<file path="src/rtl/wr_seq_pkg.sv">
package wr_seq_pkg;
  // request operation codes
  localparam logic [1:0] OP_WRITE = 2'd0;
  localparam logic [1:0] OP_READ  = 2'd1;
  localparam logic [1:0] OP_PRE   = 2'd2;
  localparam logic [1:0] OP_RSVD  = 2'd3;

  // {cs_n, ras_n, cas_n, we_n}
  localparam logic [3:0] PINS_NOP   = 4'b0111;
  localparam logic [3:0] PINS_WRITE = 4'b0100;
  localparam logic [3:0] PINS_READ  = 4'b0101;
  localparam logic [3:0] PINS_PRE   = 4'b0010;
endpackage

</file>
<file path="src/rtl/wr_col_spacer.sv">
// Column-command spacing: a write burst of NIB nibbles blocks the column
// bus for NIB cycles counted from its command.
module wr_col_spacer #(
  parameter int NIB = 2
) (
  input  logic clk,
  input  logic rst,
  input  logic wr_hit,
  input  logic col_hit,
  output logic col_ok
);
  localparam int GW = (NIB > 1) ? $clog2(NIB) : 1;

  logic [GW-1:0] gap_q;

  always_ff @(posedge clk) begin
    if (rst) begin
      gap_q <= '0;
    end else if (wr_hit) begin
      gap_q <= GW'(NIB - 1);
    end else if (gap_q != '0) begin
      gap_q <= gap_q - GW'(1);
    end
  end

  assign col_ok = (gap_q == '0);

  assert_col_spacing_R5: assert property (@(posedge clk) disable iff (rst)
    col_hit |-> gap_q == '0);

  assert_gap_load_R5: assert property (@(posedge clk) disable iff (rst)
    wr_hit |=> gap_q == GW'(NIB - 1));
endmodule

</file>
<file path="src/rtl/wr_bank_recovery.sv">
// Per-bank tracker: counts down to the last data nibble of the bank's
// latest burst, then runs the write-recovery counter.
module wr_bank_recovery #(
  parameter int WL  = 3,
  parameter int NIB = 2,
  parameter int TWR = 4
) (
  input  logic clk,
  input  logic rst,
  input  logic wr_hit,
  input  logic wr_ap,
  input  logic pre_hit,
  output logic pre_ok,
  output logic ap_closed
);
  localparam int SPAN = WL + NIB - 1;
  localparam int BW   = $clog2(SPAN + 1);
  localparam int TW   = $clog2(TWR + 1);

  logic [BW-1:0] burst_q;
  logic [TW-1:0] twr_q;
  logic          ap_q;

  always_ff @(posedge clk) begin
    if (rst) begin
      burst_q <= '0;
      twr_q   <= '0;
      ap_q    <= 1'b0;
    end else if (wr_hit) begin
      burst_q <= BW'(SPAN);
      twr_q   <= '0;
      ap_q    <= wr_ap;
    end else begin
      if (burst_q != '0) burst_q <= burst_q - BW'(1);
      if (burst_q == BW'(1))  twr_q <= TW'(TWR);
      else if (twr_q != '0)   twr_q <= twr_q - TW'(1);
    end
  end

  assign pre_ok    = (burst_q == '0) && (twr_q == '0);
  assign ap_closed = ap_q;

  assert_pre_after_twr_R7: assert property (@(posedge clk) disable iff (rst)
    pre_hit |-> (burst_q == '0 && twr_q == '0));

  assert_twr_load_R7: assert property (@(posedge clk) disable iff (rst)
    (!wr_hit && burst_q == BW'(1)) |=> twr_q == TW'(TWR));

  assert_restart_R11: assert property (@(posedge clk) disable iff (rst)
    wr_hit |=> (burst_q == BW'(SPAN) && twr_q == '0));
endmodule

</file>
<file path="src/rtl/wr_cmd_seq.sv">
module wr_cmd_seq
  import wr_seq_pkg::*;
#(
  parameter int BANKS     = 4,
  parameter int COL_W     = 9,
  parameter int ADDR_W    = 12,
  parameter int AP_BIT    = 8,
  parameter int BURST_LEN = 8,
  parameter int WL        = 3,
  parameter int TWR       = 4,
  localparam int BANK_W   = $clog2(BANKS)
) (
  input  logic              clk,
  input  logic              rst,
  input  logic              req_valid,
  output logic              req_ready,
  input  logic [1:0]        req_op,
  input  logic [BANK_W-1:0] req_bank,
  input  logic [COL_W-1:0]  req_col,
  input  logic              req_ap,
  output logic              sd_cs_n,
  output logic              sd_ras_n,
  output logic              sd_cas_n,
  output logic              sd_we_n,
  output logic [ADDR_W-1:0] sd_addr,
  output logic [BANK_W-1:0] sd_ba
);
  localparam int NIB = BURST_LEN / 4;

  logic              fire, is_wr, is_rd, is_pre;
  logic              col_ok, ap_sel, pre_ok_sel;
  logic [BANKS-1:0]  bank_sel, pre_ok, ap_closed;
  logic [ADDR_W-1:0] addr_pack;
  logic [3:0]        pins_q;

  assign is_wr  = (req_op == OP_WRITE);
  assign is_rd  = (req_op == OP_READ);
  assign is_pre = (req_op == OP_PRE);
  assign fire   = req_valid && req_ready;

  // column bits fill the address pins around the auto-precharge pin
  for (genvar g = 0; g < ADDR_W; g++) begin : g_addr
    localparam int SRC = (g < AP_BIT) ? g : g - 1;
    if (g == AP_BIT) begin : g_ap
      assign addr_pack[g] = req_ap;
    end else if (SRC < COL_W) begin : g_col
      assign addr_pack[g] = req_col[SRC];
    end else begin : g_zero
      assign addr_pack[g] = 1'b0;
    end
  end

  for (genvar b = 0; b < BANKS; b++) begin : g_bank
    assign bank_sel[b] = (req_bank == BANK_W'(b));
    wr_bank_recovery #(.WL(WL), .NIB(NIB), .TWR(TWR)) u_rec (
      .clk      (clk),
      .rst      (rst),
      .wr_hit   (fire && is_wr && bank_sel[b]),
      .wr_ap    (req_ap),
      .pre_hit  (fire && is_pre && bank_sel[b] && !ap_closed[b]),
      .pre_ok   (pre_ok[b]),
      .ap_closed(ap_closed[b])
    );
  end

  wr_col_spacer #(.NIB(NIB)) u_space (
    .clk    (clk),
    .rst    (rst),
    .wr_hit (fire && is_wr),
    .col_hit(fire && (is_wr || is_rd)),
    .col_ok (col_ok)
  );

  assign ap_sel     = ap_closed[req_bank];
  assign pre_ok_sel = pre_ok[req_bank];

  always_comb begin
    case (req_op)
      OP_WRITE, OP_READ: req_ready = col_ok;
      OP_PRE:            req_ready = ap_sel || pre_ok_sel;
      default:           req_ready = 1'b1;
    endcase
  end

  always_ff @(posedge clk) begin
    if (rst) begin
      pins_q  <= PINS_NOP;
      sd_addr <= '0;
      sd_ba   <= '0;
    end else begin
      pins_q  <= PINS_NOP;
      sd_addr <= '0;
      sd_ba   <= '0;
      if (fire) begin
        case (req_op)
          OP_WRITE: begin
            pins_q  <= PINS_WRITE;
            sd_addr <= addr_pack;
            sd_ba   <= req_bank;
          end
          OP_READ: begin
            pins_q  <= PINS_READ;
            sd_addr <= addr_pack;
            sd_ba   <= req_bank;
          end
          OP_PRE: begin
            if (!ap_sel) begin
              pins_q <= PINS_PRE;
              sd_ba  <= req_bank;
            end
          end
          default: ;
        endcase
      end
    end
  end

  assign {sd_cs_n, sd_ras_n, sd_cas_n, sd_we_n} = pins_q;

  assert_idle_nop_R1: assert property (@(posedge clk) disable iff (rst)
    !fire |=> ({sd_cs_n, sd_ras_n, sd_cas_n, sd_we_n} == PINS_NOP && sd_addr == '0));

  assert_ap_bit_R4: assert property (@(posedge clk) disable iff (rst)
    (fire && (is_wr || is_rd)) |=> sd_addr[AP_BIT] == $past(req_ap));

  assert_ap_drop_R9: assert property (@(posedge clk) disable iff (rst)
    (fire && is_pre && ap_sel) |=> {sd_cs_n, sd_ras_n, sd_cas_n, sd_we_n} == PINS_NOP);

  assert_write_pins_R2: assert property (@(posedge clk) disable iff (rst)
    (fire && is_wr) |=> ({sd_cs_n, sd_ras_n, sd_cas_n, sd_we_n} == PINS_WRITE
                         && sd_ba == $past(req_bank)));
endmodule

</file>
<file path="config.mk">
export PLATFORM = sky130hd
export DESIGN_NAME = wr_cmd_seq
export DESIGN_NICKNAME = d
export VERILOG_FILES = /design/src/rtl/wr_seq_pkg.sv /design/src/rtl/wr_col_spacer.sv /design/src/rtl/wr_bank_recovery.sv /design/src/rtl/wr_cmd_seq.sv
export SDC_FILE = /design/constraint.sdc
export NUM_CORES = 1
export LEC_CHECK = 0
export BUFFER_PORTS_ARGS = -buffer_cell sky130_fd_sc_hd__buf_2
export CORE_MARGIN = 1.5
export CORE_UTILIZATION = 57
export DETAILED_ROUTE_END_ITERATION = 8
export GPL_ROUTABILITY_DRIVEN = 0
export PLACE_DENSITY_LB_ADDON = 0.15
export SKIP_LAST_GASP = 1
export SLEW_MARGIN = 20
export SYNTH_ARGS = -nofsm -noshare
export SYNTH_HDL_FRONTEND = slang
export SYNTH_SLANG_ARGS = --single-unit
</file>
<file path="constraint.sdc">
create_clock -name clk -period 3.2 [get_ports clk]
set_input_delay 0 -clock clk [delete_from_list [all_inputs] [get_ports clk]]
set_output_delay 0 -clock clk [all_outputs]
set_load 0.01 [all_outputs]
</file>
==> reports/summary.txt <==
launch point of the worst reg-to-reg path -> u_space.gap_q
CP arrival -> 2.09 ns
initial core utilization -> 0.605
synthesized instance count -> 218
largest net degree at the start of global routing -> 16
most common cell in the netlist -> dfxtp_1
Final Hold Viols -> 0
wire per inst -> 11.9 um
Die Y -> 63.2 um
crit end category -> primary output
hold depth -> 4
Tightest Pin Transition -> 0.967 ns
Post-synth top flop -> dfxtp_1
core area -> 0.00342 mm^2
Seq/Total Area, Yosys -> 0.426
Cell Rows -> 21
Synth top area share -> 0.426
CP Launch Type -> flip-flop
Yosys cell types -> 31
Synthesis Warnings -> 0
leakage -> 1.15 nW
leading area contributor after synthesis -> dfxtp_1
initial antenna violation count -> 0
Hold Path Class -> in -> reg
Reg-to-Reg End -> pins_q[0]
# port buffers -> 32
first-pass GRT wire length -> 6670 um
synthesized area -> 0.00207 mm^2
share of cells above drive strength 1 -> 0.170
unrepaired setup endpoints after global routing -> no
nets -> 310
met2 WL post-DR -> 1750 um
Sw Share -> 0.364
total routed wirelength -> 3760 um
Congestion Overflow GR -> 0
via count normalized by instance count -> 4.88
# IOs -> 36
# DRC -> 0
worst path required time -> 3.20 ns
clock buffer depth -> 2
Hold Crit Endpoint -> g_bank[2].u_rec.ap_closed
Psw -> 0.000666 W
Final TNS setup -> 0 ns
max-slew violations -> 0
Setup CP Type -> reg -> out
EDFF count, synth -> 0
Max VDD drop -> 0.414 mV
total track usage -> 0.216
Int Power -> 0.00116 W
Yosys reg bits -> 44
P per Cell Area -> 734 mW/mm^2
H-tree depth -> 2
dpl hpwl -> 2590 um
drt first pass iters -> 4
Vias -> 1542
post-route ant nets -> 0
R2R Setup Slk -> 1.41 ns
CTS tree -> yes
P&R area growth vs syn -> 20.8%
clock power share -> 0.196
status -> completed
Final setup viols -> 0
ys async rst share -> 0
Max Clock Freq -> 478 MHz
hold wc startpoint -> req_op[1]
Reg2Reg Depth -> 3
CTS Sinks -> 44
clock-pin slew on the worst setup and hold paths -> 0.13 ns
Reg power frac -> 0.407
Slew headroom -> 0.351
Num CTS Buffers -> 5
number of global-route vias before repair -> 1541
Max Used Layer -> met4
most frequent cells after synthesis -> dfxtp_1 (44), inv_1 (26), ha_1 (24), nor2_1 (24), nor2b_1 (13)
synth top area cells -> dfxtp_1 (43%), ha_1 (15%), inv_1 (4.7%)
DIE AREA -> 0.00399 mm^2
ratio of final minimum period to clock period -> 0.654
Crit Path Max Fanout -> 6
Final Critical Period -> 2.09 ns
average cell area after synthesis -> 9.48 um^2
clk_skew -> 0.00799 ns
M1 WL -> 1710 um
Detailed Route Iter0 Violations -> 51
Root Driver -> clkbuf_4
antenna cells -> 0
maxcap violations -> 0
Total Power -> 0.00183 W
worst skew pair latency -> 0.37 ns
met3 wire len -> 225 um
Comb power frac -> 0.397
Post-CTS Resized -> 0
Chip Width -> 63.2 um
==> registers in the layout, indices dropped and copies added (netlist names) <==
name and cells:
sd_addr 10, sd_ba 2, u_space.gap_q 1, pins_q 3
g_bank.u_rec.ap_closed 4, g_bank.u_rec.burst_q 12, g_bank.u_rec.twr_q 12
==> stage by stage <==
| stage | std cells | util | worst slack (ns) | instance area [um^2] | hold slack (ns) |
|---|---|---|---|---|---|
| CTS | 316 | 0.730 | 1.08 | 2490 | 0.00710 |
| floorplan | 220 | - | 1.69 | 2070 | 0.0724 |
| detailed placement | 293 | 0.662 | 1.49 | 2260 | 0.201 |
| global route | 316 | 0.730 | 0.996 | 2490 | 0.0307 |
| global placement | 293 | 0.662 | 1.54 | 2260 | 0.200 |
| finish | 316 | 0.730 | 1.11 | 2490 | 0.0214 |
==> routing by layer <==
layer,track usage,vias to the layer above
met5,0,-
met4,0.0815,0
met3,0.0732,8
met2,0.367,34
met1,0.250,689
li1,-,811
==> how the worst max path moves through the flow <==
stage | end | startpoint | depth (start not counted) | slack (ns)
6_report | req_ready | g_bank[0].u_rec.twr_q[0] | 6 | 1.11
5_1_grt | req_ready | g_bank[3].u_rec.twr_q[0] | 6 | 1.0
4_1_cts | req_ready | g_bank[0].u_rec.twr_q[0] | 6 | 1.08
3_5_place_dp | pins_q[0] | rst | 5 | 1.49
3_3_place_gp | req_ready | g_bank[2].u_rec.twr_q[0] | 6 | 1.54
2_1_floorplan | req_ready | g_bank[2].u_rec.twr_q[0] | 5 | 1.69
==> worst max-delay path, stage by stage (launching register included) <==
cell,delay [ns]
dfxtp_1,0.38
inv_1,0.05
ha_1,0.20
ha_1,0.26
a32o_1,0.29
o41a_1,0.40
buf_2,0.14
==> power groups by stage <==
stage | Clock [W] | Sequential (W) | Combinational (W)
6_report | 0.000359 | 0.000744 | 0.000727
5_1_grt | 0.000391 | 0.000765 | 0.000852
4_1_cts | 0.000368 | 0.000746 | 0.000734
3_5_place_dp | 0 | 0.000759 | 0.000708
3_3_place_gp | 0 | 0.000754 | 0.000691
2_1_floorplan | 0 | 0.000745 | 0.000578
==> final cells by class <==
class                      instances  area (um^2)
clock buffer                       5         37.5
fill                             278          921
clock inverter                     3         46.3
timing repair buffer              47          310
tap                               46         57.6
inverter                          26         97.6
multi-input combinational        145         1060
sequential                        44          881
==> placed cells by master, fill, tap and decap left out, types with 2 or more instances in the layout <==
master / instances
a211oi_1: 8
a32o_1: 2
mux2i_1: 4
a21oi_1: 11
inv_1: 26
nor3_1: 11
dfxtp_1: 44
nand3_1: 2
and2_1: 11
dlygate4sd3_1: 15
ha_1: 24
conb_1: 3
xnor2_1: 3
a21boi_2: 2
clkbuf_4: 5
nor2_1: 24
buf_2: 32
nand2b_1: 8
nand2_1: 4
xor2_1: 4
nor2b_1: 13
==> what timing repair did <==
| action | in CTS | in global routing |
|---|---|---|
| hold buffers | 15 | 0 |
| buffers inserted | 0 | 0 |
| endpoints found under the hold margin | 22 | 0 |
==> cell families after synthesis <==
group                    synth area share
AO/OA/AOI/OAI                      0.0896
XOR/XNOR                           0.0297
other                             0.00182
flip-flops                          0.426
AND/OR/NAND/NOR                     0.215
adder cells (fa/ha/maj)             0.145
multiplexers                       0.0303
buffers and inverters              0.0618
(Power assumes the default switching activity.)
